**src/rtl/nextpc_pkg.sv**
```systemverilog
package nextpc_pkg;

    localparam int PC_W      = 32;
    localparam int IDX_W     = 4;
    localparam int ENTRIES   = 1 << IDX_W;
    localparam int TAG_W     = PC_W - IDX_W - 2;
    localparam int RAS_DEPTH = 4;
    localparam int PTR_W     = $clog2(RAS_DEPTH);

    typedef logic [PC_W-1:0]  pc_t;
    typedef logic [IDX_W-1:0] idx_t;
    typedef logic [TAG_W-1:0] tag_t;
    typedef logic [PTR_W-1:0] ptr_t;

    typedef enum logic [1:0] {
        KIND_PLAIN = 2'd0,
        KIND_CALL  = 2'd1,
        KIND_RET   = 2'd2
    } br_kind_e;

    typedef struct packed {
        logic     valid;
        br_kind_e kind;
        tag_t     tag;
        pc_t      target;
    } btb_entry_t;

    function automatic idx_t slot_of(pc_t pc);
        return pc[IDX_W+1:2];
    endfunction

    function automatic tag_t tag_of(pc_t pc);
        return pc[PC_W-1:IDX_W+2];
    endfunction

    function automatic br_kind_e kind_of(logic [1:0] code);
        case (code)
            2'd1:    return KIND_CALL;
            2'd2:    return KIND_RET;
            default: return KIND_PLAIN;
        endcase
    endfunction

endpackage

```
**src/rtl/btb_table.sv**
```systemverilog
module btb_table
    import nextpc_pkg::*;
(
    input  logic       clk,
    input  logic       rst,
    input  pc_t        lk_pc,
    output logic       lk_match,
    output btb_entry_t lk_entry,
    input  logic       up_valid,
    input  pc_t        up_pc,
    input  pc_t        up_target,
    input  logic       up_taken,
    input  br_kind_e   up_kind
);

    btb_entry_t table_q [ENTRIES];
    btb_entry_t up_old;
    logic       up_write;

    always_comb begin
        lk_entry = table_q[slot_of(lk_pc)];
        lk_match = lk_entry.valid && (lk_entry.tag == tag_of(lk_pc));
    end

    always_comb begin
        up_old   = table_q[slot_of(up_pc)];
        up_write = up_valid && up_taken &&
                   (!up_old.valid || up_old.tag != tag_of(up_pc) ||
                    up_old.kind != up_kind ||
                    (up_kind != KIND_RET && up_old.target != up_target));
    end

    always_ff @(posedge clk) begin
        if (rst) begin
            for (int i = 0; i < ENTRIES; i++) begin
                table_q[i] <= '0;
            end
        end else if (up_write) begin
            table_q[slot_of(up_pc)] <= '{valid: 1'b1, kind: up_kind,
                                          tag: tag_of(up_pc), target: up_target};
        end
    end

endmodule

```
**src/rtl/ret_stack.sv**
```systemverilog
module ret_stack
    import nextpc_pkg::*;
(
    input  logic clk,
    input  logic rst,
    input  logic push,
    input  pc_t  push_val,
    input  logic pop,
    output pc_t  pop_val,
    output ptr_t ptr
);

    pc_t  slots_q [RAS_DEPTH];
    ptr_t ptr_q;
    ptr_t below;

    assign below   = ptr_q - ptr_t'(1);
    assign pop_val = slots_q[below];
    assign ptr     = ptr_q;

    always_ff @(posedge clk) begin
        if (rst) begin
            ptr_q <= '0;
            for (int i = 0; i < RAS_DEPTH; i++) begin
                slots_q[i] <= '0;
            end
        end else if (push) begin
            slots_q[ptr_q] <= push_val;
            ptr_q          <= ptr_q + ptr_t'(1);
        end else if (pop) begin
            ptr_q <= below;
        end
    end

endmodule

```
**src/rtl/nextpc_predictor.sv**
```systemverilog
module nextpc_predictor
    import nextpc_pkg::*;
(
    input  logic        clk,
    input  logic        rst,
    input  logic        fetch_valid,
    input  logic [31:0] fetch_pc,
    output logic [31:0] pred_pc,
    output logic        pred_hit,
    input  logic        upd_valid,
    input  logic [31:0] upd_pc,
    input  logic [31:0] upd_target,
    input  logic        upd_taken,
    input  logic [1:0]  upd_kind
);

    logic       lk_match;
    btb_entry_t lk_entry;
    logic       call_hit;
    logic       ret_hit;
    pc_t        seq_pc;
    pc_t        ras_top;
    ptr_t       ras_ptr;

    btb_table u_table (
        .clk       (clk),
        .rst       (rst),
        .lk_pc     (fetch_pc),
        .lk_match  (lk_match),
        .lk_entry  (lk_entry),
        .up_valid  (upd_valid),
        .up_pc     (upd_pc),
        .up_target (upd_target),
        .up_taken  (upd_taken),
        .up_kind   (kind_of(upd_kind))
    );

    assign seq_pc   = fetch_pc + pc_t'(4);
    assign pred_hit = fetch_valid && lk_match;
    assign call_hit = pred_hit && (lk_entry.kind == KIND_CALL);
    assign ret_hit  = pred_hit && (lk_entry.kind == KIND_RET);

    ret_stack u_ras (
        .clk      (clk),
        .rst      (rst),
        .push     (call_hit),
        .push_val (seq_pc),
        .pop      (ret_hit),
        .pop_val  (ras_top),
        .ptr      (ras_ptr)
    );

    always_comb begin
        if (!pred_hit)    pred_pc = seq_pc;
        else if (ret_hit) pred_pc = ras_top;
        else              pred_pc = lk_entry.target;
    end

endmodule

```
**config.mk**
```make
export PLATFORM = sky130hd
export DESIGN_NAME = nextpc_predictor
export DESIGN_NICKNAME = d
export VERILOG_FILES = /design/src/rtl/nextpc_pkg.sv /design/src/rtl/btb_table.sv /design/src/rtl/ret_stack.sv /design/src/rtl/nextpc_predictor.sv
export SDC_FILE = /design/constraint.sdc
export NUM_CORES = 2
export LEC_CHECK = 0
export BUFFER_PORTS_ARGS = -buffer_cell sky130_fd_sc_hd__buf_4
export CAP_MARGIN = 5
export CORE_ASPECT_RATIO = 1.5
export CORE_MARGIN = 2
export CORE_UTILIZATION = 55
export DETAILED_ROUTE_END_ITERATION = 6
export PLACE_DENSITY = 0.82
export SYNTH_ARGS = -nofsm -noshare
export SYNTH_HDL_FRONTEND = slang
export SYNTH_SLANG_ARGS = --single-unit
```
**constraint.sdc**
```tcl
create_clock -name clk -period 7.5 [get_ports clk]
set_clock_uncertainty 0.1 [all_clocks]
set_input_delay 0.75 -clock clk [delete_from_list [all_inputs] [get_ports clk]]
set_output_delay 0.75 -clock clk [all_outputs]
set_load 0.02 [all_outputs]
```
Word level (Yosys, flattened, before mapping)
Memory sizes are Yosys's and may differ from the RTL's.
Index checks and enable logic that the tools add are counted.
{ "totals": {"ram_bits": 1104, "inputBits": 103, "elab_cells": 48, "mem_count": 2, "register_bits": 2, "output_inout_bits": 33} }
{ "op_classes": {"eq_ne": 9, "muxes": 19, "reduce_logical": 14, "n_addsub": 3} }
{ "memory_table": {"columns": ["name", "depth", "word_bits", "read_ports", "rd_ports_with_merged_regs", "wr", "line_no", "source"], "rows": [
  ["u_table.table_q", 16, 61, 2, 0, 16, "btb_table.sv:16", "btb_entry_t table_q [ENTRIES];"],
  ["u_ras.slots_q", 4, 32, 1, 0, 4, "ret_stack.sv:13", "pc_t slots_q [RAS_DEPTH];"]
]} }
{ "op_table": {"columns": ["operator", "count"], "rows": [
  ["$mux W32", 3],
  ["$mux W61", 1],
  ["$reduce_or A61 Y1", 1],
  ["$add A32 B3 Y32 const B", 1],
  ["$ne A32 B32 Y1", 1],
  ["$reduce_or A32 Y1", 1],
  ["$eq A26 B26 Y1", 1],
  ["$ne A26 B26 Y1", 1],
  ["$mux W1", 10],
  ["$logic_and A1 B1 Y1", 7],
  ["$mux W2", 3],
  ["$eq A2 B1 Y1 const B", 2],
  ["$eq A2 B2 Y1 const B", 2],
  ["$mux W4", 1],
  ["$pmux W2 S2", 1],
  ["$logic_or A1 B1 Y1", 3],
  ["$add A2 B1 Y2 const B", 1],
  ["$ne A2 B2 Y1", 1],
  ["$ne A2 B2 Y1 const B", 1],
  ["$reduce_bool A2 Y1", 1],
  ["$sub A2 B1 Y2 const B", 1],
  ["$logic_not A1 Y1", 1]
]} }

Logic depth before layout (Yosys ltp)
{ "depth": {"word_depth": 11, "mapped_depth": 17, "depth_no_buf": 10} }

Cells and area by module
Synthesis repeated with hierarchy kept, for this count alone.
{ "hier_totals": {"cells_unflattened": 4097, "hier_area_um2": 60563.1} }
{ "modules_own_cells": {"columns": ["module", "cells_each", "seq_area_each_um2", "area_per_inst_um2", "instances"], "rows": [
  ["btb_table", 3462, 29148.0, 53496.3, 1],
  ["ret_stack", 363, 3883.7, 5576.6, 1],
  ["nextpc_predictor", 272, 0.0, 1490.2, 1]
]} }

Worst setup path before layout
OpenSTA, ideal clock, no wires.
{ "synth_timing": {"path_type": "in2reg", "from": "input upd_pc[5]", "to": "memory u_table.table_q[6][0] in the netlist's numbering, enable pin", "cell_stages": 14, "setup_time_ps": 561, "t_arrival_ps": 7185, "setup_slack_ps": -347, "required_time_ps": 6839, "n_path_buf": 5, "path_cell_list": "buf_2 > buf_2 > buf_2 > buf_2 > buf_2 > mux4_2 > mux2i_1 > xnor2_1 > nor2_1 > nand4_1 > a21oi_1 > nand4_4 > a22oi_2 > o21ai_0"} }
{ "synth_lines": {"columns": ["item", "line_no", "source"], "rows": [
  ["start: declaration", "nextpc_predictor.sv:11", "input logic [31:0] upd_pc,"],
  ["end: declaration", "btb_table.sv:16", null]
]} }

Worst setup path in the final report
{ "layout_timing": {"from": "input fetch_pc[4]", "to": "output pred_pc[13]"} }
{ "layout_between": {"elab_chain_len": 7, "elab_cells_between_ends": 9, "classes_between": "1 x add/sub; 2 x eq/ne; 2 x mux; 3 x reduce/logical; 1 x memory"} }
{ "layout_lines": {"columns": ["item", "line_no", "source"], "rows": [
  ["start: declaration", "nextpc_predictor.sv:7", "input logic [31:0] fetch_pc,"],
  ["$mem_v2 Z16 W61", null, null],
  ["$eq A26 B26 Y1", "btb_table.sv:22", "lk_match = lk_entry.valid && (lk_entry.tag == tag_of(lk_pc));"],
  ["$logic_and A1 B1 Y1", "btb_table.sv:22", null],
  ["$logic_and A1 B1 Y1", "nextpc_predictor.sv:39", "assign pred_hit = fetch_valid && lk_match;"],
  ["$logic_and A1 B1 Y1", "nextpc_predictor.sv:41", "assign ret_hit = pred_hit && (lk_entry.kind == KIND_RET);"],
  ["$mux W32", "nextpc_predictor.sv:55", "else if (ret_hit) pred_pc = ras_top;"],
  ["$mux W32 *", "nextpc_predictor.sv:54", "if (!pred_hit) pred_pc = seq_pc;"],
  ["end: declaration", "nextpc_predictor.sv:8", "output logic [31:0] pred_pc,"]
]} }
Every way passes the cells marked *; elsewhere a longest branch is shown, timed or not.

==> summary.md <==
| Metric | Value |
|---|---|
| Slew @ Worst Pin | `1.38 ns` |
| Max Cap Viol | `0` |
| Final setup violation count | `0` |
| Synth Area in Adders | `0.0212%` |
| Clk Latency, worst-skew pair | `0.74 ns` |
| Syn nets | `4358` |
| Layout net count | `4335` |
| GRT overflow | `0` |
| Fraction of layout cells with a size suffix above 1 | `23.8%` |
| Hold Path Depth | `2` |
| Most frequent cell after synthesis | `edfxtp_1` |
| Final Critical Period | `roughly 6 ns` |
| Largest family of logic cells by synthesized area | `multiplexers` |
| Top post-synthesis cells by area | `edfxtp_1 (55%), mux4_2 (19%), nor2_1 (6.0%)` |
| Final hold violations | `0` |
| CTS tree | `done` |
| Yosys reg bits | `1106` |
| DR WL/cell | `36.6 um` |
| # DRC | `0` |
| Post-synth EDFFs | `1088` |
| Synth cell types | `75` |
| CP Capture Type | `output port` |
| Status | `finished clean` |
| WL final | `210000 um` |
| Post-route ant nets | `0` |
| Multiplexer share of the synthesized area | `a little under a quarter` |
| RR Startpoint | `u_table.table_q[10][57]` |
| Reg2reg end | `u_ras.slots_q[0][22]` |
| Fraction of registers with async set/reset | `0%` |
| Hold path start | `rst` |
| Slack of the worst reg-to-reg path | `2.42 ns` |
| Die ar. | `0.110 sq mm` |
| H-Tree Level Count | `3` |
| Slew HR | `6.79%` |
| Initial antenna violation count | `24` |
| Top cell type's share of synthesized area | `55.5%` |
| Final period util | `around four fifths` |
| Core ar. | `0.107 sq mm` |
| # IOs | `136` |
| Worst path arrival time | `just over 5 ns` |
| Simple logic cell fraction of the synthesized area | `10.4%` |
| Setup TNS | `0 ns` |
| Clk slew on worst S/H paths | `0.06 ns` |
| Pwr per Cell Area | `226 mW/mm^2` |
| Critical Path RT | `6.65 ns` |
| Clock Path Buffers | `3` |
| Final Wtd Congestion | `1.01` |
| Initial Util | `a little under three fifths` |
| Iteration-0 DRC Markers | `7055` |
| Max FO, Critical Path | `56` |
| Seq/Total Area, Yosys | `56.1%` |
| Drt pass-1 iters | `7` |
| First-pass GRT wire length | `slightly below 300000 um` |
| Postcts setup bufs | `0` |
| Main flop type after synthesis | `edfxtp_1` |
| WHS Endpoint | `u_ras.slots_q[3][5]` |
| Largest net degree at the start of global routing | `between 90 and 100` |
| Fmax | `166 MHz` |
| Synth Area in XOR/XNOR | `1.78%` |
| GRT Overall Usage | `37.9%` |
| Peak VDD IR | `0.000183 V` |
| Vias in the first global route | `42798` |
| Post-synth top area cell | `edfxtp_1` |
| R2R cell count | `10` |
| Post-Syn Area | `0.0589 sq mm` |
| Synth Area in Compound Gates | `4.45%` |
| Die width | `271 um` |
| Cts bufs inserted | `97` |
| Area grow syn2layout | `10.3%` |
| Port Buffers | `133` |
| Leakage | `22.3 nW` |
| Post-DP HPWL | `about 130000 um` |
| CP Launch Type | `input port` |
| Slew Limit Fails | `0` |
| Std cell rows | `147` |
| Most frequent cells after synthesis | `edfxtp_1 (1088), nor2_1 (948), mux4_2 (484)` |
| Fillers | `around 7600` |
| DR vias | `42794` |
| Hold-fix buffers, CTS | `0` |
| Clock root buffer | `clkbuf_16` |
| RSZ-0062 raised after global routing | `no` |
| Hold_ws | `0.274 ns` |
| Yosys warns | `0` |
| Worst hold path class | `input port to flop` |
| Synthesized area per cell | `13.8 sq um` |
| Die height | `405 um` |
| Clock sinks | `1106` |
| DR vias/cell | `7.47` |
| Post-synthesis cell count | `4254` |
| Post_cts resized | `0` |
| WS Path Type | `input port to output port` |
==> cell type report <==
class	count	area, sq um	area share (%)
flip-flops and latches	1106	33000	50.8
multi-input cells	2648	23700	36.5
repair buffers	286	2900	4.46
clock buffers	126	2660	4.10
well taps	1415	1770	2.72
clock inverters	49	526	0.809
inverters	92	345	0.531
diodes	8	20.0	0.0308
==> critical path, cell delays in order <==
cell and delay, ns:
buf_6 0.48, buf_4 0.51, mux4_2 0.39, mux2i_1 0.47, o221ai_1 0.24, a2111oi_0 0.39
o2bb2ai_1 0.16, and2_0 0.24, nand3_2 0.39, buf_4 0.41, a211oi_1 0.28, a21oi_1 0.10
buf_4 0.19
==> cells by family (layout without fill, tap and decap cells) <==
family | count (synthesis) | count (layout)
simple gates | 1436 | 1436
flops | 1106 | 1106
mux | 753 | 753
fa+ha+maj | 1 | 1
compound gates | 338 | 338
other cells | 0 | 8
xor+xnor | 120 | 120
buf+inv | 500 | 553
==> how the worst max path moves through the flow <==
| stage | from | end | slack [ns] | cells after the start |
|---|---|---|---|---|
| floorplan | fetch_pc[2] | u_ras.slots_q[0][0] | 0.76 | 16 |
| global placement | upd_pc[2] | u_table.table_q[4][58] | 1.57 | 12 |
| detailed placement | upd_pc[2] | u_table.table_q[13][23] | 1.53 | 12 |
| CTS | fetch_pc[4] | pred_pc[13] | 1.67 | 13 |
| global route | fetch_pc[2] | pred_pc[15] | 1.44 | 12 |
| finish | fetch_pc[4] | pred_pc[13] | 1.49 | 13 |
==> metal layers <==
metal | vias up | share of wire (%) | GRT usage [%]
met5 | - | 0.099 | 0
met4 | 32 | 11 | 34.3
met3 | 1385 | 16 | 13.0
met2 | 4440 | 45 | 59.0
met1 | 20682 | 28 | 41.0
li1 | 16255 | - | -
==> power breakdown <==
part           internal (mW)  total [mW]  switching [mW]
sequential              7.13        7.32           0.192
clock                   2.88        5.20            2.32
combinational          0.814        2.16            1.35
==> cells in the final DEF (no fill, tap or decap), types with 57 or more instances in the layout <==
master and count:
xnor2_1 97, clkbuf_16 103, buf_12 57, nor3_1 217
a21oi_1 60, nand2_1 81, buf_4 223, edfxtp_1 1088
mux4_2 484, nor2_1 947, a22oi_1 64, mux2i_1 224
==> sequential cells by signal, summed over array words and instances, names as in the netlist <==
name,count
u_ras.ptr,2
u_ras.slots_q,128
u_table.table_q,976
==> stage by stage <==
step           power (mW)  instance area [sq um]  instances  util [%]  setup WS [ns]
5_1_grt              14.9                  65000       5722      60.9           1.44
3_5_place_dp         9.47                  61800       5547      57.9           1.53
2_1_floorplan        8.63                  58900       4254         -          0.762
3_3_place_gp         9.40                  61800       5547      57.9           1.57
6_report             14.7                  65000       5730      60.9           1.49
4_1_cts              14.5                  65000       5722      60.9           1.67
Note: power is estimated with default switching activity, not from simulation.
